$ cat src/rtl/pb_pkg.sv
package pb_pkg;
    typedef enum logic [1:0] {
        ST_IDLE    = 2'd0,
        ST_COLLECT = 2'd1,
        ST_PROGRAM = 2'd2
    } pb_state_e;
endpackage

$ cat src/rtl/pb_page_buf.sv
module pb_page_buf #(
    parameter int ADDR_W = 7,
    parameter int PAGE_W = 2,
    parameter int DATA_W = 8,
    localparam int SLOTS = 1 << PAGE_W,
    localparam int PG_W  = ADDR_W - PAGE_W
) (
    input  logic                    clk,
    input  logic                    rst_n,
    input  logic                    clr,
    input  logic                    load,
    input  logic [ADDR_W-1:0]       load_addr,
    input  logic                    push,
    input  logic [DATA_W-1:0]       push_data,
    output logic [PG_W-1:0]         page_sel,
    output logic [SLOTS*DATA_W-1:0] slot_data,
    output logic [SLOTS-1:0]        slot_mask
);
    logic [PAGE_W-1:0] ptr;
    logic [DATA_W-1:0] slot_q [SLOTS];

    always_ff @(posedge clk or negedge rst_n) begin
        if (!rst_n) begin
            ptr       <= '0;
            page_sel  <= '0;
            slot_mask <= '0;
            for (int s = 0; s < SLOTS; s++) slot_q[s] <= '0;
        end else if (clr) begin
            slot_mask <= '0;
            for (int s = 0; s < SLOTS; s++) slot_q[s] <= '0;
        end else if (load) begin
            page_sel  <= load_addr[ADDR_W-1:PAGE_W];
            ptr       <= load_addr[PAGE_W-1:0];
            slot_mask <= '0;
        end else if (push) begin
            slot_q[ptr]    <= push_data;
            slot_mask[ptr] <= 1'b1;
            ptr            <= ptr + 1'b1;
        end
    end

    for (genvar g = 0; g < SLOTS; g++) begin : g_flat
        assign slot_data[g*DATA_W +: DATA_W] = slot_q[g];
    end
endmodule

$ cat src/rtl/pb_prog_timer.sv
module pb_prog_timer #(
    parameter int PROG_CYCLES = 1_000_000,
    localparam int CW = $clog2(PROG_CYCLES + 1)
) (
    input  logic clk,
    input  logic rst_n,
    input  logic kick,
    output logic last
);
    logic [CW-1:0] cnt;
    logic          run;

    always_ff @(posedge clk or negedge rst_n) begin
        if (!rst_n) begin
            cnt <= '0;
            run <= 1'b0;
        end else if (kick) begin
            cnt <= '0;
            run <= 1'b1;
        end else if (run) begin
            if (last) run <= 1'b0;
            else      cnt <= cnt + 1'b1;
        end
    end

    assign last = run && (cnt == CW'(PROG_CYCLES - 1));
endmodule

$ cat src/rtl/pb_array.sv
module pb_array #(
    parameter int ADDR_W = 7,
    parameter int PAGE_W = 2,
    parameter int DATA_W = 8,
    localparam int SLOTS = 1 << PAGE_W,
    localparam int PG_W  = ADDR_W - PAGE_W,
    localparam int DEPTH = 1 << ADDR_W
) (
    input  logic                    clk,
    input  logic                    rst_n,
    input  logic                    commit,
    input  logic [PG_W-1:0]         page_sel,
    input  logic [SLOTS*DATA_W-1:0] slot_data,
    input  logic [SLOTS-1:0]        slot_mask,
    input  logic [ADDR_W-1:0]       rd_addr,
    output logic [DATA_W-1:0]       rd_data
);
    logic [DATA_W-1:0] mem [DEPTH];

    always_ff @(posedge clk or negedge rst_n) begin
        if (!rst_n) begin
            for (int i = 0; i < DEPTH; i++) mem[i] <= '1;
        end else if (commit) begin
            for (int i = 0; i < DEPTH; i++) begin
                if ((i / SLOTS) == int'(page_sel) && slot_mask[i % SLOTS])
                    mem[i] <= slot_data[(i % SLOTS)*DATA_W +: DATA_W];
            end
        end
    end

    assign rd_data = mem[rd_addr];
endmodule

$ cat src/rtl/pb_page_prog.sv
module pb_page_prog
    import pb_pkg::*;
#(
    parameter int ADDR_W      = 7,
    parameter int PAGE_W      = 2,
    parameter int DATA_W      = 8,
    parameter int PROG_CYCLES = 1_000_000,
    localparam int SLOTS = 1 << PAGE_W,
    localparam int PG_W  = ADDR_W - PAGE_W
) (
    input  logic              clk,
    input  logic              rst_n,
    input  logic              addr_load_i,
    input  logic [ADDR_W-1:0] addr_i,
    input  logic              byte_vld_i,
    input  logic [DATA_W-1:0] byte_i,
    input  logic              stop_i,
    input  logic              start_i,
    input  logic [ADDR_W-1:0] rd_addr_i,
    output logic [DATA_W-1:0] rd_data_o,
    output logic              busy_o,
    output logic              done_o
);
    pb_state_e state_q, state_d;

    logic                    buf_clr, buf_load, buf_push, prog_kick, prog_last;
    logic [PG_W-1:0]         page_sel;
    logic [SLOTS*DATA_W-1:0] slot_data;
    logic [SLOTS-1:0]        slot_mask;

    // state register
    always_ff @(posedge clk or negedge rst_n) begin
        if (!rst_n) state_q <= ST_IDLE;
        else        state_q <= state_d;
    end

    // next state and datapath controls
    always_comb begin
        state_d   = state_q;
        buf_clr   = 1'b0;
        buf_load  = 1'b0;
        buf_push  = 1'b0;
        prog_kick = 1'b0;
        unique case (state_q)
            ST_IDLE: begin
                if (addr_load_i) begin
                    buf_load = 1'b1;
                    state_d  = ST_COLLECT;
                end
            end
            ST_COLLECT: begin
                if (start_i) begin
                    buf_clr = 1'b1;
                    state_d = ST_IDLE;
                end else if (addr_load_i) begin
                    buf_load = 1'b1;
                end else if (stop_i) begin
                    if (slot_mask != '0) begin
                        prog_kick = 1'b1;
                        state_d   = ST_PROGRAM;
                    end else begin
                        buf_clr = 1'b1;
                        state_d = ST_IDLE;
                    end
                end else if (byte_vld_i) begin
                    buf_push = 1'b1;
                end
            end
            ST_PROGRAM: begin
                if (prog_last) begin
                    buf_clr = 1'b1;
                    state_d = ST_IDLE;
                end
            end
            default: state_d = ST_IDLE;
        endcase
    end

    // outputs
    always_ff @(posedge clk or negedge rst_n) begin
        if (!rst_n) done_o <= 1'b0;
        else        done_o <= (state_q == ST_PROGRAM) && prog_last;
    end

    assign busy_o = (state_q == ST_PROGRAM);

    pb_page_buf #(.ADDR_W(ADDR_W), .PAGE_W(PAGE_W), .DATA_W(DATA_W)) u_buf (
        .clk       (clk),
        .rst_n     (rst_n),
        .clr       (buf_clr),
        .load      (buf_load),
        .load_addr (addr_i),
        .push      (buf_push),
        .push_data (byte_i),
        .page_sel  (page_sel),
        .slot_data (slot_data),
        .slot_mask (slot_mask)
    );

    pb_prog_timer #(.PROG_CYCLES(PROG_CYCLES)) u_tmr (
        .clk   (clk),
        .rst_n (rst_n),
        .kick  (prog_kick),
        .last  (prog_last)
    );

    pb_array #(.ADDR_W(ADDR_W), .PAGE_W(PAGE_W), .DATA_W(DATA_W)) u_arr (
        .clk       (clk),
        .rst_n     (rst_n),
        .commit    (prog_last),
        .page_sel  (page_sel),
        .slot_data (slot_data),
        .slot_mask (slot_mask),
        .rd_addr   (rd_addr_i),
        .rd_data   (rd_data_o)
    );
endmodule

$ cat config.mk
export PLATFORM = sky130hd
export DESIGN_NAME = pb_page_prog
export DESIGN_NICKNAME = d
export VERILOG_FILES = /design/src/rtl/pb_pkg.sv /design/src/rtl/pb_page_buf.sv /design/src/rtl/pb_prog_timer.sv /design/src/rtl/pb_array.sv /design/src/rtl/pb_page_prog.sv
export SDC_FILE = /design/constraint.sdc
export NUM_CORES = 2
export LEC_CHECK = 0
export ABC_AREA = 1
export CORE_ASPECT_RATIO = 0.9
export CORE_MARGIN = 4
export CORE_UTILIZATION = 40
export DETAILED_ROUTE_END_ITERATION = 16
export PLACE_DENSITY_LB_ADDON = 0.1
export SLEW_MARGIN = 20
export SYNTH_ARGS = -nofsm -noshare
export SYNTH_HDL_FRONTEND = slang
export SYNTH_SLANG_ARGS = --single-unit
$ cat constraint.sdc
create_clock -name clk -period 3.2 [get_ports clk]
set_input_delay 0.32 -clock clk [delete_from_list [all_inputs] [get_ports clk]]
set_output_delay 0.32 -clock clk [all_outputs]
set_load 0.01 [all_outputs]
==> flow_metrics.py <==
metrics = {
    "status": {
        "status": "complete, no violations",
    },
    "clocking": {
        "clock_latency_ns": 0.74,
        "cts_sinks": 1091,
        "cts_made_buffers": 120,
        "clk_pin_slew_ns": 0.06,
        "cts_setup_buffers": 0,
        "h-tree-depth": 3,
        "cts_tree": "yes",
        "cts_buffer_depth": 3,
        "cts-root-buf": "clkbuf_16",
    },
    "logic_synthesis": {
        "synth_edf_count": 0,
        "synth_seq_area_share_pct": 53.11,
        "ys.flop_type": "dfstp_2",
        "syn_nets": 6472,
        "synth-seq-cells": 1091,
        "synth_area_per_cell_um2": 8.362,
        "yosysWarnings": 0,
        "ys_types": 31,
        "syn_area_mm2": 0.05382,
        "syn-instance-count": 6436,
        "ys_async_sr_fraction_pct": 100.0,
    },
    "min_path": {
        "hp-start": "addr_i[5]",
        "whs_path_depth": 3,
        "hold_end": "u_buf.page_sel[3]",
        "hp-class": "in -> reg",
    },
    "timing": {
        "finalHoldViolations": 0,
        "layout_min_cycle_time_ns": 3.070,
        "rsz0062_at_grt": "false",
        "slew_headroom_pct": 30.14,
        "slew_violations": 0,
        "setup_viol": 0,
        "fin_setup_tns_ns": 0,
        "max_freq_mhz": 325.7,
        "tightest_slew_ns": 1.046,
        "hold-worst-slack_ns": 0.1531,
        "fin_crit_sh_pct": 95.95,
        "clock_skew_ns": 0.03013,
    },
    "detailed_routing": {
        "via_per_inst": 5.575,
        "wire_per_inst_um": 25.29,
        "drc": 0,
        "first_pass_iters": 6,
        "routed_wl_um": 206900,
        "detail-route-antenna-nets": 0,
        "drtIter0Drc": 5285,
        "vias": 45623,
    },
    "floorplanning": {
        "coreArea_mm2": 0.1335,
        "die_h_um": 356.0,
        "initial_core_util_pct": 40.32,
        "ios": 38,
        "num_rows": 127,
        "fp.dieW_um": 394.6,
        "die-area_mm2": 0.1405,
    },
    "power": {
        "pwr-share-comb_pct": 15.0,
        "pwr-share-seq_pct": 42.3,
        "p_total_uw": 33690,
        "swShare_pct": 30.21,
        "peakVddDrop_mv": 0.6285,
        "p_clk_share_pct": 42.7,
        "intPower_uw": 23510,
        "power.switching_uw": 10180,
        "leakage_uw": 0.02294,
        "power_density_mw_per_mm2": 555.5,
    },
    "final_layout": {
        "multi_input_area_mm2": 0.02214,
        "mostFrequentLayoutCell": "nand2_1",
        "regArea_mm2": 0.02858,
        "n_fill_cell": 13342,
        "fin_nets": 6379,
        "syn_to_final_growth_pct": 12.68,
        "diodes": 0,
        "mostFrequentLayoutCells": "nand2_1 (2302), dfstp_2 (1024), nand3_1 (998)",
        "drive_above_1_share_pct": 27.11,
    },
    "placed_design": {
        "place_congestion": 0.9202,
        "port_buffers": 37,
        "dp_hpwl_um": 126100,
    },
    "flow_run": {
        "cap_violations": 0,
    },
    "worst_setup_path": {
        "worst_r2r_endpoint": "u_arr.mem[588]",
        "path_max_fanout": 2,
        "crit_type": "reg -> out",
        "endpoint_kind": "output pin",
        "r2r_setup_slack_ns": 0.57,
        "worstSetupStartpointType": "register",
        "required_ns": 2.88,
        "reg2regPathDepth": 10,
        "reg2reg_from": "u_tmr.cnt[1]",
        "arrival_ns": 2.75,
    },
    "global_route": {
        "grt_pass1_vias": 43028,
        "grt_max_degree": 113,
        "overflow": 0,
        "grt_pass1_wl_um": 305300,
        "gr-usage-all-layers_pct": 29.14,
        "antenna_found_initial": 7,
    },
}
synthesized netlist by cell type, types with 67 or more instances:
| master | instances | area, um2 |
|---|---|---|
| nand2_1 | 2329 | 8742 |
| dfstp_2 | 1024 | 26910 |
| nand3_1 | 1016 | 5085 |
| o21ai_1 | 849 | 4249 |
| clkbuf_1 | 327 | 1227 |
| nor2_1 | 159 | 596.8 |
| buf_6 | 122 | 1374 |
| o21ai_0 | 122 | 610.6 |
| nand2_4 | 121 | 1363 |
| inv_1 | 82 | 307.8 |
| o21ai_2 | 73 | 639.4 |
| dfrtp_1 | 67 | 1677 |
power groups by stage:
stage | clock (uW) | combinational [uW] | sequential, uW
after detailed placement | 0 | 4980 | 14400
after global routing | 15200 | 5290 | 14300
after floorplan | 0 | 2030 | 14400
after CTS | 14600 | 5010 | 14200
after global placement | 0 | 4980 | 14400
final | 14400 | 5060 | 14200
per-layer routing:
metal  up-vias  GRT usage (%)  share of wire (%)
li1      21044              -                  -
met2      1716          44.58                 44
met3       328          4.821                7.3
met4         4          9.555                3.7
met1     22531          42.11                 45
met5         -              0              0.013
worst max-delay path by stage:
| stage | startpoint | slack, ns | depth (start not counted) | to |
|---|---|---|---|---|
| after floorplan | rd_addr_i[0] | 1.13 | 14 | rd_data_o[5] |
| after global placement | rd_addr_i[0] | -0.29 | 15 | rd_data_o[0] |
| after detailed placement | rd_addr_i[0] | -0.28 | 15 | rd_data_o[0] |
| after CTS | u_arr.mem[854] | -0.04 | 11 | rd_data_o[6] |
| after global routing | u_arr.mem[227] | 0.02 | 11 | rd_data_o[3] |
| final | u_arr.mem[704] | 0.13 | 11 | rd_data_o[0] |
timing repair:
action                                 in CTS  in global routing
endpoints found under the hold margin      50                  0
gates resized for setup                    49                  8
hold buffers                                1                  0
setup endpoints to repair                   8                  3
per-stage QoR:
step                      setup WS [ns]  area (um2)  utilization, %  cells
after floorplan                   1.128       53820               -   6436
after detailed placement        -0.2790       56420           42.27   7961
final                            0.1297       60640           45.43   8184
after CTS                      -0.03855       60610           45.41   8184
after global routing            0.02370       60640           45.43   8184
after global placement          -0.2874       56420           42.27   7961
sequential cells by signal, summed over array words and instances, names as in the netlist, 2 cells and up:
signal and count:
u_tmr.cnt 20, state_q 2, u_buf.slot_mask 4, u_buf.page_sel 5
u_arr.mem 1024, u_buf.ptr 2, u_buf.slot_data 32
critical path, cell delays in order (launching register included):
cell           delay, ns
dfstp_2             0.53
nand2_1             0.05
nand3_1             0.08
nand3_1             0.16
nand3_1             0.27
nand2_1             0.08
nand2_1             0.06
nand3_1             0.13
nand2_1             0.11
nand2_1             0.06
nand2_2             0.18
dlygate4sd2_1       0.29
layout make-up:
type	count	share of cell area, %
Inverter	86	0.5612
Clock inverter	37	0.6273
Multi-Input combinational cell	4768	36.50
Sequential cell	1091	47.14
Clock buffer	185	6.023
Timing Repair Buffer	276	5.557
Tap cell	1741	3.592
kinds of logic after synthesis:
group / count (synthesis) / synth area share, %
and+or+nand+nor: 3664 / 29.78
AOI/OAI and AO/OA: 1087 / 10.66
adders and majority gates: 8 / 0.1860
buffers and inverters: 577 / 6.126
xor gates and xnor gates: 9 / 0.1465
DFF: 1091 / 53.11
Note: power is estimated with default switching activity, not from simulation.
